File: src/rtl/usb_ep_pkg.sv
package usb_ep_pkg;
  typedef enum logic [1:0] {
    HS_NONE  = 2'd0,
    HS_NAK   = 2'd1,
    HS_ACK   = 2'd2,
    HS_STALL = 2'd3
  } hs_code_t;

  localparam int REG_CTRL = 0;
  localparam int REG_CNT  = 1;
  localparam int REG_BASE = 2;

  localparam int CTRL_EN_BIT = 7;
  localparam int CTRL_MODE_HI = 6;
  localparam int CTRL_MODE_LO = 5;

  function automatic hs_code_t mode_to_code(input logic en, input logic [1:0] mode);
    if (!en) return HS_NONE;
    unique case (mode)
      2'b00:   return HS_NAK;
      2'b01:   return HS_ACK;
      default: return HS_STALL;
    endcase
  endfunction
endpackage

File: src/rtl/ep_regfile.sv
module ep_regfile
  import usb_ep_pkg::*;
#(
  parameter int CNT_W  = 6,
  parameter int BASE_W = 8,
  parameter int REG_AW = 2
) (
  input  logic              clk,
  input  logic              rst_n,
  input  logic              wr_en,
  input  logic [REG_AW-1:0] addr,
  input  logic [7:0]        wdata,
  input  logic              clr_ack,
  output logic [7:0]        rdata,
  output logic              ep_en,
  output logic [1:0]        ep_mode,
  output logic [CNT_W-1:0]  cnt,
  output logic [BASE_W-1:0] base
);
  localparam logic [REG_AW-1:0] A_CTRL = REG_AW'(REG_CTRL);
  localparam logic [REG_AW-1:0] A_CNT  = REG_AW'(REG_CNT);
  localparam logic [REG_AW-1:0] A_BASE = REG_AW'(REG_BASE);

  logic             en_q;
  logic [1:0]       mode_q;
  logic [CNT_W-1:0] cnt_q;
  logic [BASE_W-1:0] base_q;
  logic ctrl_wr, cnt_wr, base_wr;

  assign ctrl_wr = wr_en && (addr == A_CTRL);
  assign cnt_wr  = wr_en && (addr == A_CNT);
  assign base_wr = wr_en && (addr == A_BASE);

  // Control: a firmware write takes priority over the hardware clear.
  always_ff @(posedge clk) begin
    if (!rst_n) begin
      en_q   <= 1'b0;
      mode_q <= 2'b00;
    end else if (ctrl_wr) begin
      en_q   <= wdata[CTRL_EN_BIT];
      mode_q <= wdata[CTRL_MODE_HI:CTRL_MODE_LO];
    end else if (clr_ack) begin
      mode_q[0] <= 1'b0;
    end
  end

  always_ff @(posedge clk) begin
    if (!rst_n) begin
      cnt_q  <= '0;
      base_q <= '0;
    end else begin
      if (cnt_wr)  cnt_q  <= wdata[CNT_W-1:0];
      if (base_wr) base_q <= wdata[BASE_W-1:0];
    end
  end

  always_comb begin
    rdata = 8'h00;
    if (addr == A_CTRL) begin
      rdata[CTRL_EN_BIT] = en_q;
      rdata[CTRL_MODE_HI:CTRL_MODE_LO] = mode_q;
    end else if (addr == A_CNT) begin
      rdata[CNT_W-1:0] = cnt_q;
    end else if (addr == A_BASE) begin
      rdata[BASE_W-1:0] = base_q;
    end
  end

  assign ep_en   = en_q;
  assign ep_mode = mode_q;
  assign cnt     = cnt_q;
  assign base    = base_q;

  // a control write in the same cycle as a clear is stored as written
  p_fw_wins_r9: assert property (@(posedge clk) disable iff (!rst_n)
    ctrl_wr |=> (ep_en == $past(wdata[CTRL_EN_BIT]) &&
                 ep_mode == $past(wdata[CTRL_MODE_HI:CTRL_MODE_LO])));

  // a clear without a competing write drops the low mode bit
  p_autoclear_r7: assert property (@(posedge clk) disable iff (!rst_n)
    (clr_ack && !ctrl_wr) |=> (ep_mode[0] == 1'b0 && $stable(ep_en)));

  // without write or clear the control state holds
  p_ctrl_hold_r8: assert property (@(posedge clk) disable iff (!rst_n)
    (!clr_ack && !ctrl_wr) |=> ($stable(ep_mode) && $stable(ep_en)));

  // unimplemented control bits read as zero
  p_ctrl_pad_r3: assert property (@(posedge clk) disable iff (!rst_n)
    (addr == A_CTRL) |-> (rdata[4:0] == 5'd0));
endmodule

File: src/rtl/ep_hs_decider.sv
module ep_hs_decider
  import usb_ep_pkg::*;
(
  input  logic       clk,
  input  logic       rst_n,
  input  logic       tok_valid,
  input  logic       xfer_done,
  input  logic       ep_en,
  input  logic [1:0] ep_mode,
  output logic       hs_valid,
  output hs_code_t   hs_code,
  output logic       clr_ack
);
  hs_code_t next_code;
  logic     valid_q;
  hs_code_t code_q;
  logic     ack_pending_q;

  assign next_code = mode_to_code(ep_en, ep_mode);

  always_ff @(posedge clk) begin
    if (!rst_n) begin
      valid_q <= 1'b0;
      code_q  <= HS_NONE;
    end else begin
      valid_q <= tok_valid;
      code_q  <= tok_valid ? next_code : HS_NONE;
    end
  end

  // Remember whether the most recent handshake was an ACK awaiting completion.
  always_ff @(posedge clk) begin
    if (!rst_n)         ack_pending_q <= 1'b0;
    else if (tok_valid) ack_pending_q <= (next_code == HS_ACK);
    else if (xfer_done) ack_pending_q <= 1'b0;
  end

  assign clr_ack  = xfer_done && ack_pending_q && ep_en;
  assign hs_valid = valid_q;
  assign hs_code  = code_q;

  // one strobe per token, one cycle later
  p_strobe_follows_tok_r6: assert property (@(posedge clk) disable iff (!rst_n)
    tok_valid |=> hs_valid);
  p_no_spurious_strobe_r6: assert property (@(posedge clk) disable iff (!rst_n)
    !tok_valid |=> !hs_valid);

  // disabled endpoint stays silent and never auto-clears
  p_disabled_silent_r5: assert property (@(posedge clk) disable iff (!rst_n)
    (tok_valid && !ep_en) |=> (hs_code == HS_NONE));
  p_no_clear_disabled_r5: assert property (@(posedge clk) disable iff (!rst_n)
    clr_ack |-> ep_en);

  // both upper-bit modes stall
  p_stall_modes_r4: assert property (@(posedge clk) disable iff (!rst_n)
    (tok_valid && ep_en && ep_mode[1]) |=> (hs_code == HS_STALL));
endmodule

File: src/rtl/usb_ep_responder.sv
module usb_ep_responder
  import usb_ep_pkg::*;
#(
  parameter int CNT_W  = 6,
  parameter int BASE_W = 8,
  parameter int REG_AW = 2
) (
  input  logic              clk,
  input  logic              rst_n,
  input  logic              reg_wr_en,
  input  logic [REG_AW-1:0] reg_addr,
  input  logic [7:0]        reg_wdata,
  output logic [7:0]        reg_rdata,
  input  logic              tok_valid,
  input  logic              xfer_done,
  output logic              hs_valid,
  output logic [1:0]        hs_code,
  output logic [CNT_W-1:0]  byte_count,
  output logic [BASE_W-1:0] fifo_base
);
  logic       ep_en;
  logic [1:0] ep_mode;
  logic       clr_ack;
  hs_code_t   code;

  ep_regfile #(
    .CNT_W (CNT_W),
    .BASE_W(BASE_W),
    .REG_AW(REG_AW)
  ) u_regs (
    .clk    (clk),
    .rst_n  (rst_n),
    .wr_en  (reg_wr_en),
    .addr   (reg_addr),
    .wdata  (reg_wdata),
    .clr_ack(clr_ack),
    .rdata  (reg_rdata),
    .ep_en  (ep_en),
    .ep_mode(ep_mode),
    .cnt    (byte_count),
    .base   (fifo_base)
  );

  ep_hs_decider u_decide (
    .clk      (clk),
    .rst_n    (rst_n),
    .tok_valid(tok_valid),
    .xfer_done(xfer_done),
    .ep_en    (ep_en),
    .ep_mode  (ep_mode),
    .hs_valid (hs_valid),
    .hs_code  (code),
    .clr_ack  (clr_ack)
  );

  assign hs_code = code;

  // the strobe stays low in the first cycle after reset
  p_reset_quiet_r1: assert property (@(posedge clk)
    !rst_n |=> !hs_valid);
endmodule

File: config.mk
export PLATFORM = sky130hd
export DESIGN_NAME = usb_ep_responder
export DESIGN_NICKNAME = d
export VERILOG_FILES = /design/src/rtl/usb_ep_pkg.sv /design/src/rtl/ep_regfile.sv /design/src/rtl/ep_hs_decider.sv /design/src/rtl/usb_ep_responder.sv
export SDC_FILE = /design/constraint.sdc
export NUM_CORES = 1
export LEC_CHECK = 0
export BUFFER_PORTS_ARGS = -buffer_cell sky130_fd_sc_hd__buf_2
export CAP_MARGIN = 20
export CORE_ASPECT_RATIO = 0.7
export CORE_UTILIZATION = 41
export DETAILED_ROUTE_END_ITERATION = 6
export MAX_ROUTING_LAYER = met4
export PLACE_DENSITY = 0.73
export SYNTH_ARGS = -nofsm -noshare
export SYNTH_HDL_FRONTEND = slang
export SYNTH_SLANG_ARGS = --single-unit
File: constraint.sdc
create_clock -name clk -period 0.85 [get_ports clk]
set_input_delay 0.085 -clock clk [delete_from_list [all_inputs] [get_ports clk]]
set_output_delay 0.085 -clock clk [all_outputs]
set_load 0.01 [all_outputs]
==> key figures <==
Outcome
  – Status: finished, violations left
  – Violated checks: negative setup slack

Timing
  – Relative slew slack: 0.804
  – TNS Setup: -3720 ps
  – Maximum clock frequency: 864 MHz
  – Skew final: 3.27 ps
  – Slew Viols, Final: 0
  – Worst-Margin Slew: 293 ps
  – Hold Vio Cnt, Final: 0
  – Final setup fails: 23
  – RSZ-0062 raised after global routing: yes
  – Tmin final: 1160 ps
  – Final period util: 1.36
  – Worst setup margin: -307 ps

Drt
  – DR DRC count: 0
  – Detailed Route Iter0 Violations: 47
  – Routed Antenna Nets: 0
  – Via count: 1029
  – Pre-antenna DRT Iters: 4
  – Final WL: 3010 um
  – Via-to-Cell Ratio: 5.15
  – DR WL/cell: 15.0 um

Worst setup path
  – Critical path class: reg2out
  – Buffers and inverters on the worst path: 1
  – Worst R2R Path Depth: 4
  – Crit-path max FO: 2
  – Req. time, crit path: 760 ps
  – Crit path capture type: primary output
  – Family with the most delay on the worst path: flip-flops
  – Type of origin of the critical path: flop
  – Critical path depth: 3
  – Worst path slowest cell: dfxtp_2
  – Critical path's largest stage delay: 360 ps
  – Critical path arrival: 1070 ps
  – Critical path cell sequence: mux2i_1 > nor2_1 > buf_2

Final layout
  – Final Util: 0.725
  – Most common cell after layout, fill and taps aside: buf_6
  – Layout cell share with drive strength beyond 1: 0.554
  – # nets final: 184
  – N_diodes: 0
  – Cell area after layout: 1560 um2
  – Most frequent cells in the layout: 26 x buf_6, 25 x buf_2, 17 x nand3_1
  – P&R area growth vs syn: 65.6%

Synthesis
  – Post-Syn Instances: 104
  – Area leader, netlist: dfxtp_1
  – Synth Register Bits: 21
  – Syn nets: 119
  – Ys Warns: 0
  – Synth Area per Inst: 9.07 um2
  – Area of the mapped netlist: 943 um2
  – Yosys top cell area share: 0.446
  – Dominant cells by area after synthesis: dfxtp_1 45%, nand3_1 9.0%, a21boi_0 8.0%
  – Unique masters post-synth: 22
  – Seq/Total Area, Yosys: 0.446

CTS
  – Num CTS Buffers: 3
  – Largest buffer count on any clock path: 2
  – Root Driver: clkbuf_4
  – H-tree depth: 1
  – Clk pin slew, worst setup/hold paths: 120 ps
  – Worst skew pair latency: 320 ps
  – Clk sink count: 21
  – TritonCTS clock tree: built

GRT
  – GR Util All Layers: 0.248
  – Overflow after GRT: 0
  – Largest net degree at the start of global routing: 15
  – First-pass GRT wire length: 4380 um
  – Initial antenna violation count: 0
  – Vias in the first global route: 961

Die
  – Initial core utilization: 0.438
  – Die Height: 42.1 um
  – DIE AREA: 2500 um2
  – Core area: 2150 um2
  – Die Wd: 59.3 um
  – # IOs: 40
  – # rows: 14

Power
  – Static Leakage: 0.699 nW
  – Internal Dissipation: 1.40 mW
  – Comb power frac: 0.197
  – Clock power share: 0.263
  – Peak supply drop: 1.11 mV
  – Sequential cell fraction of total power: 0.540
  – Switching share of power: 0.272
  – PwrDens: 1230 nW/um2
  – P_sw: 0.524 mW

Worst hold path
  – Hold-critical path depth: 3
  – Hold WC Path Type: in2reg

Placement
  – GP Congestion: 0.777
  – PortBufs: 39
  – Placed cell area: 1210 um2
  – DP Wirelength: 1670 um

Job
  – Max-cap check violation count: 0
-- area by class of cell --
class,count,area [um2]
fillers,167,592
clock inverters,1,5.00
flip-flops and latches,21,444
clock buffers,3,22.5
well taps,32,40.0
multi-input cells,76,485
repair buffers,67,566
-- synthesized netlist by cell type (all sizes together) --
cell	n
nor2b	4
dfxtp	21
a22o	5
a31oi	1
o21ai	2
nor3b	2
nand2	16
nor2	5
mux2i	5
buf	5
nand3b	2
clkbuf	2
and2	1
and2b	2
nand3	17
a21boi	14
-- power groups by stage --
stage,clock (mW),sequential (mW),combinational (mW)
2_1_floorplan,0,1.07,0.141
3_3_place_gp,0,1.06,0.267
3_5_place_dp,0,1.06,0.272
4_1_cts,0.501,1.04,0.346
5_1_grt,0.569,1.04,0.403
6_report,0.507,1.04,0.379
-- stage by stage --
stage	hold WS (ps)	cells	worst slack (ps)	total power [mW]
finish	9.23	200	-307	1.92
detailed placement	349	176	-168	1.33
global placement	345	176	-161	1.32
floorplan	215	104	5.27	1.21
global route	3.62	200	-370	2.01
CTS	7.30	194	-258	1.89
-- path summary, 6_finish.rpt --
check | start | to | slack (ps)
worst max-delay path | u_regs.base[7]$_SDFFE_PN0P_ | reg_rdata[7] | -310
worst min-delay path | reg_wdata[1] | u_regs.cnt[1]$_SDFFE_PN0P_ | 9
worst max register to register | u_regs.ep_mode[0]$_SDFFE_PN0P_ | u_decide.ack_pending_q$_SDFFE_PN0P_ | -40
worst min register to register | u_regs.base[1]$_SDFFE_PN0P_ | u_regs.base[1]$_SDFFE_PN0P_ | 500
-- registers in the layout (all words and copies together) (netlist names) --
name / flops
u_regs.ep_mode: 2
u_regs.base: 8
u_decide.hs_valid: 1
u_decide.ack_pending_q: 1
u_decide.hs_code: 2
u_regs.ep_en: 1
u_regs.cnt: 6
-- per-layer routing --
metal / GRT usage / up-vias / wire length, um / part of all wire
li1: - / 493 / - / -
met1: 0.309 / 484 / 1340 / 0.44
met2: 0.366 / 47 / 1430 / 0.48
met3: 0.0741 / 5 / 209 / 0.069
met4: 0.114 / 0 / 32 / 0.011
met5: - / - / 0 / 0
-- timing repair --
action | CTS | global route
pin swaps | 6 | 4
endpoints found under the setup margin | 22 | 31
buffers inserted | 14 | 6
hold buffers | 0 | 1
hold endpoints to repair | 0 | 1
resized for setup | 41 | 12
-- cells by family after synthesis --
logic type | count (synthesis) | share of synthesized area
and+or+nand+nor | 49 | 0.273
DFF | 21 | 0.446
AOI/OAI and AO/OA | 22 | 0.175
muxes | 5 | 0.0531
buffers and inverters | 7 | 0.0530
-- worst min-delay path: cells and delay by family --
kind                   cells  cell delay [ps]
buffers and inverters      1              110
AO/OA/AOI/OAI              1               50
AND/OR/NAND/NOR            1               60
Note: power is estimated with default switching activity, not from simulation.
